===== src/rtl/pcb_pkg.sv =====
package pcb_pkg;

   typedef enum logic [1:0] {
      NXT_INC    = 2'd0,
      NXT_BRANCH = 2'd1,
      NXT_JUMP   = 2'd2
   } next_sel_e;

endpackage


===== src/rtl/pcb_offset_ext.sv =====
module pcb_offset_ext #(
   parameter int ADDR_W = 16,
   parameter int FLD_W  = 3
) (
   input  logic [FLD_W-1:0]  fld_hi,
   input  logic [FLD_W-1:0]  fld_lo,
   output logic [ADDR_W-1:0] ofs_ext
);
   localparam int OFS_W = 2 * FLD_W;
   localparam int PAD_W = ADDR_W - OFS_W;

   if (FLD_W < 1) begin : g_bad_fld
      $error("pcb_offset_ext: FLD_W must be at least 1");
   end

   if (PAD_W > 0) begin : g_extend
      assign ofs_ext = {{PAD_W{fld_hi[FLD_W-1]}}, fld_hi, fld_lo};
   end else if (PAD_W == 0) begin : g_exact
      assign ofs_ext = {fld_hi, fld_lo};
   end else begin : g_too_wide
      $error("pcb_offset_ext: offset wider than address");
      assign ofs_ext = '0;
   end
endmodule


===== src/rtl/pcb_branch_ctl.sv =====
module pcb_branch_ctl
   import pcb_pkg::*;
(
   input  logic      pc_load,
   input  logic      jump_sel,
   input  logic      cond_neg_sel,
   input  logic      src_neg,
   input  logic      src_zero,
   output next_sel_e sel
);
   logic cond_hit;

   assign cond_hit = cond_neg_sel ? src_neg : src_zero;

   always_comb begin
      if (!pc_load)      sel = NXT_INC;
      else if (jump_sel) sel = NXT_JUMP;
      else if (cond_hit) sel = NXT_BRANCH;
      else               sel = NXT_INC;
   end
endmodule


===== src/rtl/pcb_next_addr.sv =====
module pcb_next_addr
   import pcb_pkg::*;
#(
   parameter int ADDR_W       = 16,
   parameter bit SHARED_ADDER = 1'b0
) (
   input  logic [ADDR_W-1:0] pc_q,
   input  logic [ADDR_W-1:0] ofs_ext,
   input  logic [ADDR_W-1:0] jump_addr,
   input  next_sel_e         sel,
   output logic [ADDR_W-1:0] pc_d
);
   if (ADDR_W < 2) begin : g_bad_w
      $error("pcb_next_addr: ADDR_W must be at least 2");
   end

   if (SHARED_ADDER) begin : g_shared
      logic [ADDR_W-1:0] addend;
      logic [ADDR_W-1:0] sum;
      assign addend = (sel == NXT_BRANCH) ? ofs_ext : ADDR_W'(1);
      assign sum    = pc_q + addend;
      assign pc_d   = (sel == NXT_JUMP) ? jump_addr : sum;
   end else begin : g_dual
      logic [ADDR_W-1:0] inc_addr;
      logic [ADDR_W-1:0] tgt_addr;
      assign inc_addr = pc_q + ADDR_W'(1);
      assign tgt_addr = pc_q + ofs_ext;
      always_comb begin
         case (sel)
            NXT_BRANCH: pc_d = tgt_addr;
            NXT_JUMP:   pc_d = jump_addr;
            default:    pc_d = inc_addr;
         endcase
      end
   end
endmodule


===== src/rtl/pc_branch_unit.sv =====
module pc_branch_unit
   import pcb_pkg::*;
#(
   parameter int ADDR_W       = 16,
   parameter int FLD_W        = 3,
   parameter bit SHARED_ADDER = 1'b0
) (
   input  logic              clk,
   input  logic              rst,
   input  logic              pc_load,
   input  logic              jump_sel,
   input  logic              cond_neg_sel,
   input  logic              src_neg,
   input  logic              src_zero,
   input  logic [FLD_W-1:0]  ofs_hi,
   input  logic [FLD_W-1:0]  ofs_lo,
   input  logic [ADDR_W-1:0] bus_a,
   output logic [ADDR_W-1:0] pc_out
);
   localparam int OFS_W = 2 * FLD_W;

   if (OFS_W > ADDR_W) begin : g_bad_cfg
      $error("pc_branch_unit: offset wider than address");
   end

   logic [ADDR_W-1:0] pc_q;
   logic [ADDR_W-1:0] pc_d;
   logic [ADDR_W-1:0] ofs_ext;
   next_sel_e         sel;

   pcb_offset_ext #(.ADDR_W(ADDR_W), .FLD_W(FLD_W)) u_ext (
      .fld_hi  (ofs_hi),
      .fld_lo  (ofs_lo),
      .ofs_ext (ofs_ext)
   );

   pcb_branch_ctl u_ctl (
      .pc_load      (pc_load),
      .jump_sel     (jump_sel),
      .cond_neg_sel (cond_neg_sel),
      .src_neg      (src_neg),
      .src_zero     (src_zero),
      .sel          (sel)
   );

   pcb_next_addr #(.ADDR_W(ADDR_W), .SHARED_ADDER(SHARED_ADDER)) u_nxt (
      .pc_q      (pc_q),
      .ofs_ext   (ofs_ext),
      .jump_addr (bus_a),
      .sel       (sel),
      .pc_d      (pc_d)
   );

   always_ff @(posedge clk) begin
      if (rst) pc_q <= '0;
      else     pc_q <= pc_d;
   end

   assign pc_out = pc_q;

   AST_RESET_CLEARS: assert property (@(posedge clk) disable iff (rst)
      $past(rst) |-> (pc_out == '0));

   AST_STEP_ONE: assert property (@(posedge clk) disable iff (rst)
      (!$past(rst) && !$past(pc_load)) |->
         (pc_out == ADDR_W'($past(pc_out) + ADDR_W'(1))));

   AST_JUMP_LOAD: assert property (@(posedge clk) disable iff (rst)
      (!$past(rst) && $past(pc_load && jump_sel)) |->
         (pc_out == $past(bus_a)));

   AST_TAKEN_ADD: assert property (@(posedge clk) disable iff (rst)
      (!$past(rst) && $past(pc_load && !jump_sel &&
         (cond_neg_sel ? src_neg : src_zero))) |->
         (pc_out == ADDR_W'($past(pc_out) +
            {{(ADDR_W-OFS_W){$past(ofs_hi[FLD_W-1])}}, $past(ofs_hi), $past(ofs_lo)})));

   AST_NOT_TAKEN_STEP: assert property (@(posedge clk) disable iff (rst)
      (!$past(rst) && $past(pc_load && !jump_sel &&
         !(cond_neg_sel ? src_neg : src_zero))) |->
         (pc_out == ADDR_W'($past(pc_out) + ADDR_W'(1))));
endmodule


===== config.mk =====
export PLATFORM = sky130hd
export DESIGN_NAME = pc_branch_unit
export DESIGN_NICKNAME = d
export VERILOG_FILES = /design/src/rtl/pcb_pkg.sv /design/src/rtl/pcb_offset_ext.sv /design/src/rtl/pcb_branch_ctl.sv /design/src/rtl/pcb_next_addr.sv /design/src/rtl/pc_branch_unit.sv
export SDC_FILE = /design/constraint.sdc
export NUM_CORES = 1
export LEC_CHECK = 0
export BUFFER_PORTS_ARGS = -buffer_cell sky130_fd_sc_hd__buf_2
export CORE_ASPECT_RATIO = 1.25
export CORE_MARGIN = 5
export CORE_UTILIZATION = 47
export CTS_BUF_LIST = sky130_fd_sc_hd__clkbuf_8
export DETAILED_ROUTE_END_ITERATION = 7
export PLACE_DENSITY_LB_ADDON = 0.05
export SKIP_LAST_GASP = 1
export SYNTH_ARGS = -nofsm -noshare
export SYNTH_HDL_FRONTEND = slang
export SYNTH_SLANG_ARGS = --single-unit

===== constraint.sdc =====
create_clock -name clk -period 2.6 [get_ports clk]
set_input_delay 0.13 -clock clk [delete_from_list [all_inputs] [get_ports clk]]
set_output_delay 0.13 -clock clk [all_outputs]
set_load 0.01 [all_outputs]

==> flow_summary.ini, run 1 <==
[clock_tree]
postCtsHoldBufs = 0
cts-root-buf = clkbuf_8
clk-insertion-delay-late_ns = 0.26
clk_pin_slew_ns = 0.07
cts_buffers = 3
clock_tree.buffer_depth = 2
cts_tree = done
cts.sinks = 16
ctsHtreeMaxLevel = 1

[synth]
yosys_most_used_dff = dfxtp_1
syn_inst = 163
seq_area_frac_synth_pct = 23.8
async_flop_share_pct = 0
synth-seq-cells = 16
syn_area_sq_um = 1350
synth-edff-count = 0
synth_nets = 198
avgSynthCellArea_sq_um = 8.25
synthDistinctLibCells = 48
synth_warnings = 0

[route]
dr_total_vias = 1514
routedWlPerCell_microns = 15.2
drt-total-wl_microns = 3800
drt_pass1_iterations = 4
post-route-drc-count = 0
drt-initial-drc-count = 46
ant_nets = 0
vias_per_cell = 6.06

[sta]
holdWs_ns = 0.0691
setup_viol = 0
fin_tns_setup_ns = 0
relSlewSlack_pct = 65.6
period_minus_slack_ns = 2.37
rsz0062_at_grt = no
worst_slew_pin_slew_ns = 0.514
finalCritPeriodShare_pct = 91.0
timing.fmax_mhz = 422
setup_slack_ns = 0.233
skew_ns = 0.00677
hold_violations = 0
slew_viol_final = 0

[die]
core_sq_um = 2710
die_w_microns = 57.8
io_pins = 45
num_rows = 21
die-area_sq_um = 4040
initial_core_util_pct = 49.7
die_y_microns = 69.8

[setup_path]
cp.required_ns = 2.77
path_cells = buf_2 > mux2i_2 > nor3b_1 > nand2b_1 > ha_1 > fa_1 > a211oi_2 > o21bai_2 > nor3_1 > a311oi_1 > o31ai_1
r2r_slack_ns = 0.46
cp_max_fo = 9
cp-end-kind = register
arrival_ns = 2.54
crit_cells = 11
cpPeakStageDelay_ns = 0.41
rr_worst_depth = 7
path_class = in -> reg
worstSetupStartpointType = primary input
crit_family = compound AO/OA/AOI/OAI gates
slowest_stage = fa_1
path_buf_inv = 1

[layout]
area_delta_synth_final_pct = 28.1
stdcell_count = 250
drive_gt1_share_pct = 33.3
final_core_util_pct = 63.7
n_antenna_cell = 0
fill_cells = 262
fin_area_sq_um = 1720
fin_nets = 252
largest_reg_flops = 16

[place]
dpl_worst_slack_ns = -0.131
place_inst = 246
place_hpwl_microns = 2910
gp_congestion = 0.822
place_area_sq_um = 1660
io_buffers = 44

[pwr]
swShare_pct = 31.9
power_frac_seq_pct = 40.1
p_int_mw = 0.494
finalPower_mw = 0.726
leakagePower_nw = 0.732
p_sw_mw = 0.232
combPwrFrac_pct = 27.7
clkPwrFrac_pct = 32.2
powerDensity_nw_per_um2 = 421
ir_worst_vdd_mv = 0.301

[grt]
grt_antenna_before_repair = 0
overflow = 0
first_global_vias = 1466
grt_pass1_wl_microns = 6380
grt_max_degree = 18
track_usage_pct = 19.5

[outcome]
status = completed

[min_path]
min_path_cells = 3
hold_path_class = in -> reg

[flow_run]
cap_violations = 0
power groups by stage:
stage,combinational (mW),sequential (mW),clock (mW)
after floorplan,0.114,0.299,0
after global placement,0.195,0.294,0
after detailed placement,0.199,0.296,0
after CTS,0.201,0.290,0.240
after global routing,0.222,0.294,0.243
final,0.201,0.291,0.234
synth_stat cells (2+ instances only):
| cell type | count | area [sq um] |
|---|---|---|
| nand3b_1 | 7 | 52.6 |
| clkbuf_1 | 3 | 11.3 |
| mux2i_1 | 4 | 40.0 |
| o211ai_1 | 2 | 15.0 |
| o21ai_0 | 11 | 55.1 |
| o311ai_1 | 3 | 26.3 |
| a2111oi_2 | 3 | 45.0 |
| nor2_1 | 13 | 48.8 |
| o21ai_1 | 2 | 10.0 |
| o311ai_0 | 2 | 17.5 |
| o31ai_1 | 2 | 15.0 |
| a311oi_1 | 2 | 17.5 |
| and2_1 | 6 | 37.5 |
| nand2_1 | 21 | 78.8 |
| a21o_2 | 2 | 17.5 |
| a211oi_1 | 4 | 30.0 |
| and4_1 | 2 | 17.5 |
| or3_1 | 4 | 25.0 |
| nor4_1 | 5 | 31.3 |
| ha_1 | 5 | 62.6 |
| nor3_1 | 4 | 20.0 |
| nor3b_1 | 3 | 22.5 |
| nand2b_1 | 3 | 18.8 |
| dfxtp_1 | 16 | 320 |
| nand3_1 | 2 | 10.0 |
| xnor2_1 | 4 | 35.0 |
| a21oi_1 | 7 | 35.0 |
worst min-delay path, stage by stage:
cell,delay [ns]
buf_2,0.07
nand2_1,0.04
o31ai_1,0.05
layer usage:
layer  vias to the layer above  routed length [microns]  GRT usage [%]
li1                        741                        -              -
met1                       708                     1590           22.2
met2                        56                     1890           32.8
met3                         9                      243           3.54
met4                         0                       81           11.3
met5                         -                        0              0
path summary, 6_finish.rpt:
path / end / startpoint
setup / recovery: pc_out[14]$_SDFF_PP0_ / cond_neg_sel
hold / removal: pc_out[14]$_SDFF_PP0_ / bus_a[14]
setup reg to reg: pc_out[14]$_SDFF_PP0_ / pc_out[0]$_SDFF_PP0_
hold reg to reg: pc_out[15]$_SDFF_PP0_ / pc_out[15]$_SDFF_PP0_
what timing repair did:
| action | CTS | global route |
|---|---|---|
| setup buffers | 0 | 0 |
| endpoints found under the setup margin | 0 | 5 |
| gates resized for setup | 0 | 2 |
cell usage in the layout (no fill, tap or decap), types with 4 or more instances in the layout:
cell type and n:
buf_2 44, clkbuf_8 4, o21ai_0 11, and2_1 6, xnor2_1 4, dfxtp_1 16, a21oi_1 7, mux2i_1 4
or3_1 4, nor2_1 13, nand3b_1 7, nor3_1 4, buf_4 8, nand2_1 21, ha_1 5, nor4_1 4
cell families after synthesis:
logic type / count (synthesis) / synth area share, %
DFF: 16 / 23.8
buffers and inverters: 4 / 1.12
muxes: 6 / 4.84
and+or+nand+nor: 77 / 32.7
xor gates and xnor gates: 4 / 2.60
AOI/OAI and AO/OA: 50 / 28.8
adders and majority gates: 6 / 6.14
area by class of cell:
| class | count | area (sq um) | share of cell area (%) |
|---|---|---|---|
| clock buffers | 4 | 55.1 | 3.20 |
| inverters | 1 | 3.75 | 0.218 |
| well taps | 34 | 42.5 | 2.47 |
| repair buffers | 52 | 280 | 16.3 |
| multi-input cells | 143 | 1020 | 59.3 |
| flip-flops and latches | 16 | 320 | 18.6 |
Power figures use the tool's default switching activity.
==> run 2, diff against run 1 <==
--- a/config.mk
+++ b/config.mk
@@ -5,10 +5,11 @@
 export SDC_FILE = /design/constraint.sdc
 export NUM_CORES = 1
 export LEC_CHECK = 0
+export ABC_AREA = 1
 export BUFFER_PORTS_ARGS = -buffer_cell sky130_fd_sc_hd__buf_2
 export CORE_ASPECT_RATIO = 1.25
 export CORE_MARGIN = 5
-export CORE_UTILIZATION = 47
+export CORE_UTILIZATION = 49
 export CTS_BUF_LIST = sky130_fd_sc_hd__clkbuf_8
 export DETAILED_ROUTE_END_ITERATION = 7
 export PLACE_DENSITY_LB_ADDON = 0.05
==> run 2 against run 1 <==
Hold slack improved by 0.049 ns. Largest cell class unchanged. Highest routed layer unchanged. Power rose by 9.0%. Routed wire length rose by 14%. Critical path depth rose by 6. First-iteration DRC count rose to 2.7 times the previous value. Global-route usage rose by 2.6 points. Worst setup slack improved by 0.22 ns.
==> flow_summary.ini, run 2 <==
[sta]
period_minus_slack_ns = 2.15
hold_violations = 0
skew_ns = 0.000996
fin_tns_setup_ns = 0
rsz0062_at_grt = no
finalCritPeriodShare_pct = 82.5
relSlewSlack_pct = 68.9
slew_viol_final = 0
setup_viol = 0
worst_slew_pin_slew_ns = 0.461
timing.fmax_mhz = 466

[layout]
fill_cells = 354
drive_gt1_share_pct = 25.2
fin_nets = 338
n_antenna_cell = 0
area_delta_synth_final_pct = 19.5
largest_reg_flops = 16
final_core_util_pct = 59.8
final_common_cell = nand2_1
layout_common_cells = nand2_1 (53), buf_2 (44), nor2_1 (41)
multi_input_area_sq_um = 1040
final-seq-area_sq_um = 320

[synth]
synth.area.top_cells = dfxtp_1 (20%), nand2_1 (13%), nor2_1 (9.8%)
synth_top_area_share_pct = 20.4
synth-edff-count = 0
synth.most_common_cell = nand2_1
synth-seq-cells = 16
syn_area_sq_um = 1570
ys_top_cells_by_count = nand2_1 (53), nor2_1 (41), inv_1 (39)
yosys_most_used_dff = dfxtp_1
synthDistinctLibCells = 35
synth_warnings = 0
async_flop_share_pct = 0
seq_area_frac_synth_pct = 20.4
syn_inst = 257
synth_top_area_cell = dfxtp_1
avgSynthCellArea_sq_um = 6.11
synth_nets = 292

[pwr]
swShare_pct = 36.2
combPwrFrac_pct = 33.2
leakagePower_nw = 1.08
powerDensity_nw_per_um2 = 422
ir_worst_vdd_mv = 0.364
p_int_mw = 0.506
power_frac_seq_pct = 37.4
p_sw_mw = 0.286
clkPwrFrac_pct = 29.4

[setup_path]
arrival_ns = 2.29
r2r-start = pc_out[0]$_SDFF_PP0_
startpoint = jump_sel
cp-end-kind = register
cp.required_ns = 2.74
cp_max_fo = 4
path_class = in -> reg
worstSetupStartpointType = primary input

[clock_tree]
cts_resized = 0
postCtsHoldBufs = 0
cts.sinks = 16
cts_setup_buffers = 0
clk-insertion-delay-late_ns = 0.26
clk_pin_slew_ns = 0.07
ctsHtreeMaxLevel = 1
cts_tree = done
cts_buffers = 3
cts-root-buf = clkbuf_8
clock_tree.buffer_depth = 2

[min_path]
hold_path_class = in -> reg
holdCritStartpoint = bus_a[1]

[die]
core_sq_um = 3140
initial_core_util_pct = 50.0
die_y_microns = 73.3
io_pins = 45
die-area_sq_um = 4440
num_rows = 23
die_w_microns = 60.6

[grt]
overflow = 0
grt_pass1_wl_microns = 7520
first_global_vias = 1695
grt_max_degree = 20
grt_antenna_before_repair = 0
track_usage_pct = 22.0

[route]
drt_pass1_iterations = 4
drt-initial-drc-count = 123
drt-total-wl_microns = 4340
routedWlPerCell_microns = 12.8
post-route-drc-count = 0
ant_nets = 0
vias_per_cell = 5.17
dr_total_vias = 1751

[place]
gp_congestion = 0.875
io_buffers = 44
place_hpwl_microns = 3520

[flow_run]
cap_violations = 0

[outcome]
status = completed
## run 2: cell count changes after synthesis, moves of 5 or more
cell      previous run  this run
nor2_1              13        41
and2_1               6         0
nand2_1             21        53
nand2_2              0        11
xor2_1               0         6
nor4_1               5         0
nand4_1              1        12
inv_1                1        39
nand3_1              2        19
nand3b_1             7         1
## run 2: stage by stage
step / power [mW] / setup WS [ns] / std cells / hold WS [ns] / area [sq um]
after CTS: 0.796 / 0.451 / 339 / 0.118 / 1870
after global placement: 0.563 / 0.256 / 335 / 0.380 / 1820
after global routing: 0.852 / 0.233 / 339 / 0.148 / 1870
after detailed placement: 0.564 / 0.204 / 335 / 0.386 / 1820
final: 0.792 / 0.455 / 339 / 0.118 / 1870
after floorplan: 0.475 / 0.204 / 257 / 0.297 / 1570
## run 2: worst paths after layout
path	endpoint	slack, ns	cells past startpoint
worst max register to register	pc_out[10]$_SDFF_PP0_	0.65	11
worst min-delay path	pc_out[1]$_SDFF_PP0_	0.12	3
worst max-delay path	pc_out[10]$_SDFF_PP0_	0.45	17
worst min register to register	pc_out[15]$_SDFF_PP0_	0.68	5
## run 2: critical path, cell delays in order
cell and delay, ns:
buf_2 0.10, inv_1 0.04, nand2_1 0.07, nor2_4 0.08, nand2_1 0.09, or2_2 0.28
ha_1 0.21, fa_1 0.40, nand3_1 0.10, nand2_1 0.09, nand2_1 0.07, nand3_1 0.09
nand2_2 0.10, nor2_1 0.06, a21oi_2 0.13, xor2_1 0.16, a21oi_1 0.07
## run 2: power by group through the flow
stage	clock [mW]	sequential (mW)	combinational [mW]
6_report	0.233	0.296	0.263
5_1_grt	0.252	0.300	0.300
4_1_cts	0.236	0.296	0.264
3_5_place_dp	0	0.302	0.262
3_3_place_gp	0	0.302	0.261
2_1_floorplan	0	0.308	0.166
## run 2: kinds of logic (layout without fill, tap and decap cells)
group                    count (synthesis)  count (layout)  share of synthesized area (%)
buffers and inverters                   49              94                           13.3
flip-flops                              16              16                           20.4
XOR/XNOR                                 7               7                           3.91
AO/OA/AOI/OAI                           35              35                           14.1
adder cells (fa/ha/maj)                  6               6                           5.26
AND/OR/NAND/NOR                        144             144                           43.0
## run 2: metal layers
layer  global-route usage, %  share of wire, %
met1                    28.0                43
met2                    38.9                51
met3                    2.28               5.2
met4                    5.78               1.1
met5                       0                 0
## run 2: layout make-up
cell class / instances / share of cell area [%]
multi-input cells: 192 / 55.5
well taps: 37 / 2.47
inverters: 42 / 8.68
clock buffers: 4 / 2.94
repair buffers: 48 / 13.4
flip-flops and latches: 16 / 17.1
==> run 3, diff against run 2 <==
--- a/config.mk
+++ b/config.mk
@@ -5,11 +5,11 @@
 export SDC_FILE = /design/constraint.sdc
 export NUM_CORES = 1
 export LEC_CHECK = 0
-export ABC_AREA = 1
+export ABC_AREA = 0
 export BUFFER_PORTS_ARGS = -buffer_cell sky130_fd_sc_hd__buf_2
 export CORE_ASPECT_RATIO = 1.25
 export CORE_MARGIN = 5
-export CORE_UTILIZATION = 49
+export CORE_UTILIZATION = 47
 export CTS_BUF_LIST = sky130_fd_sc_hd__clkbuf_8
 export DETAILED_ROUTE_END_ITERATION = 7
 export PLACE_DENSITY_LB_ADDON = 0.05
==> constraint.sdc (replaced) <==
create_clock -name clk -period 1.8 [get_ports clk]
set_input_delay 0.09 -clock clk [delete_from_list [all_inputs] [get_ports clk]]
set_output_delay 0.09 -clock clk [all_outputs]
set_load 0.01 [all_outputs]
==> run 3 against run 2 <==
The run now ends with negative setup slack left. Combinational power grew 53%. Core utilization grew 18 points. Sequential share of layout area shrank 1.9 points. Cell count shrank 20%. Via count shrank 5.5%. Hold slack lost 0.081 ns. Sequential power grew 42%. Critical path depth shrank 5. Routed wire length grew 6.3%. Largest power group unchanged. Highest routed layer unchanged.
==> flow_summary.ini, run 3 (synthesis gave the netlist of run 1 again) <==
[clock_tree]
clk-insertion-delay-late_ns = 0.26
cts.sinks = 16
postCtsHoldBufs = 0
clk_pin_slew_ns = 0.07
clock_tree.buffer_depth = 2
cts_buffers = 3
cts-root-buf = clkbuf_8
cts_tree = done
ctsHtreeMaxLevel = 1

[pwr]
powerDensity_nw_per_um2 = 552
p_sw_mw = 0.387
ir_worst_vdd_mv = 0.414
power_frac_seq_pct = 36.1
leakagePower_nw = 0.876
combPwrFrac_pct = 34.5
clkPwrFrac_pct = 29.3
swShare_pct = 33.2
p_int_mw = 0.777

[setup_path]
cp-end-kind = register
rr_worst_depth = 8
path_class = in -> reg
cp_max_fo = 5
r2r-start = pc_out[0]$_SDFF_PP0_
arrival_ns = 2.27
cp.required_ns = 1.93
r2r_slack_ns = -0.21
cp-endpoint = pc_out[12]$_SDFF_PP0_
startpoint = cond_neg_sel
timing.rr.end = pc_out[12]$_SDFF_PP0_
worstSetupStartpointType = primary input

[sta]
fin_tns_setup_ns = -3.21
setup_slack_ns = -0.339
worst_slew_pin_slew_ns = 0.659
period_minus_slack_ns = 2.14
finalCritPeriodShare_pct = 119
setup_viol = 12
timing.fmax_mhz = 468
slew_viol_final = 0
hold_violations = 0
skew_ns = 0.00423
relSlewSlack_pct = 55.9
rsz0062_at_grt = yes

[route]
post-route-drc-count = 0
routedWlPerCell_microns = 17.0
dr_total_vias = 1655
drt-total-wl_microns = 4620
drt_pass1_iterations = 4
ant_nets = 0
vias_per_cell = 6.08
drt-initial-drc-count = 72

[place]
place_inst = 264
gp_congestion = 0.853
io_buffers = 44
place_hpwl_microns = 3380

[min_path]
min_path_cells = 3
hold_path_class = in -> reg

[layout]
stdcell_count = 272
fill_cells = 204
n_antenna_cell = 0
final-seq-area_sq_um = 320
largest_reg_flops = 16
drive_gt1_share_pct = 45.4
fin_nets = 274
final_common_cell = buf_2
area_delta_synth_final_pct = 56.9
multi_input_area_sq_um = 1230
layout_common_cells = buf_2 (43), buf_4 (26), nand2_1 (21)

[outcome]
violations = negative setup slack
status = finished, violations left

[die]
io_pins = 45
core_sq_um = 2710
initial_core_util_pct = 49.7
num_rows = 21
die-area_sq_um = 4040
die_w_microns = 57.8
die_y_microns = 69.8

[grt]
first_global_vias = 1711
track_usage_pct = 23.2
overflow = 0
grt_antenna_before_repair = 0
grt_max_degree = 18
grt_pass1_wl_microns = 7570

[flow_run]
cap_violations = 0
==> run 3: changes by cell type in the layout (fill, tap and decap cells not counted), moves of 11 or more <==
cell,change
buf_4,+22
inv_1,-38
nand2_1,-32
nand2_2,-11
nand3_1,-17
nand4_1,-11
nor2_1,-28
==> run 3: power groups by stage <==
stage          Clock (mW)  Combinational [mW]  Sequential, mW
2_1_floorplan           0               0.186           0.434
3_3_place_gp            0               0.350           0.423
3_5_place_dp            0               0.359           0.425
4_1_cts             0.345               0.388           0.419
5_1_grt             0.363               0.435           0.425
6_report            0.342               0.402           0.421
==> run 3: worst min-delay path by stage <==
stage                            end       from  slack, ns
2_1_floorplan  pc_out[14]$_SDFF_PP0_  bus_a[14]       0.20
3_3_place_gp   pc_out[14]$_SDFF_PP0_  bus_a[14]       0.29
3_5_place_dp   pc_out[14]$_SDFF_PP0_  bus_a[14]       0.31
4_1_cts        pc_out[14]$_SDFF_PP0_  bus_a[14]       0.03
5_1_grt        pc_out[14]$_SDFF_PP0_  bus_a[14]       0.06
6_report       pc_out[14]$_SDFF_PP0_  bus_a[14]       0.04
==> run 3: metrics by stage <==
| step | worst slack [ns] | hold slack, ns | total power, mW | cell area, sq um | utilization [%] |
|---|---|---|---|---|---|
| finish | -0.339 | 0.0365 | 1.16 | 2110 | 78.0 |
| global route | -0.435 | 0.0565 | 1.22 | 2110 | 78.0 |
| CTS | -0.327 | 0.0347 | 1.15 | 2060 | 76.2 |
| detailed placement | -0.717 | 0.307 | 0.784 | 1880 | 69.6 |
| global placement | -0.624 | 0.286 | 0.773 | 1880 | 69.6 |
| floorplan | -0.394 | 0.198 | 0.620 | 1440 | - |
==> run 3: final cells by class <==
class                      count  share of cell area, %
sequential                    16                   15.2
clock buffer                   4                   2.61
inverter                       1                  0.178
timing repair buffer          73                   21.8
multi-input combinational    144                   58.3
tap                           34                   2.02
==> run 3: worst max-delay path, stage by stage <==
cell      delay, ns
buf_8          0.10
mux2i_4        0.19
nor3b_4        0.23
nand2b_1       0.11
ha_2           0.21
fa_2           0.37
a211oi_4       0.22
buf_6          0.15
o21bai_4       0.12
nor3b_2        0.19
o21ai_1        0.18
o311ai_1       0.12
==> run 3: what timing repair did <==
action | CTS | global route
gates resized for setup | 19 | 10
gates cloned | 1 | 0
setup endpoints to repair | 12 | 13
pin swaps | 15 | 11
buffers inserted | 2 | 2
==> run 3: metal layers <==
layer | share of wire (%) | GRT usage, % | vias to the layer above
met1 | 40 | 27.9 | 785
met4 | 2.7 | 14.4 | 0
met5 | 0 | 0 | -
met2 | 51 | 37.2 | 69
met3 | 5.3 | 3.91 | 16
li1 | - | - | 785
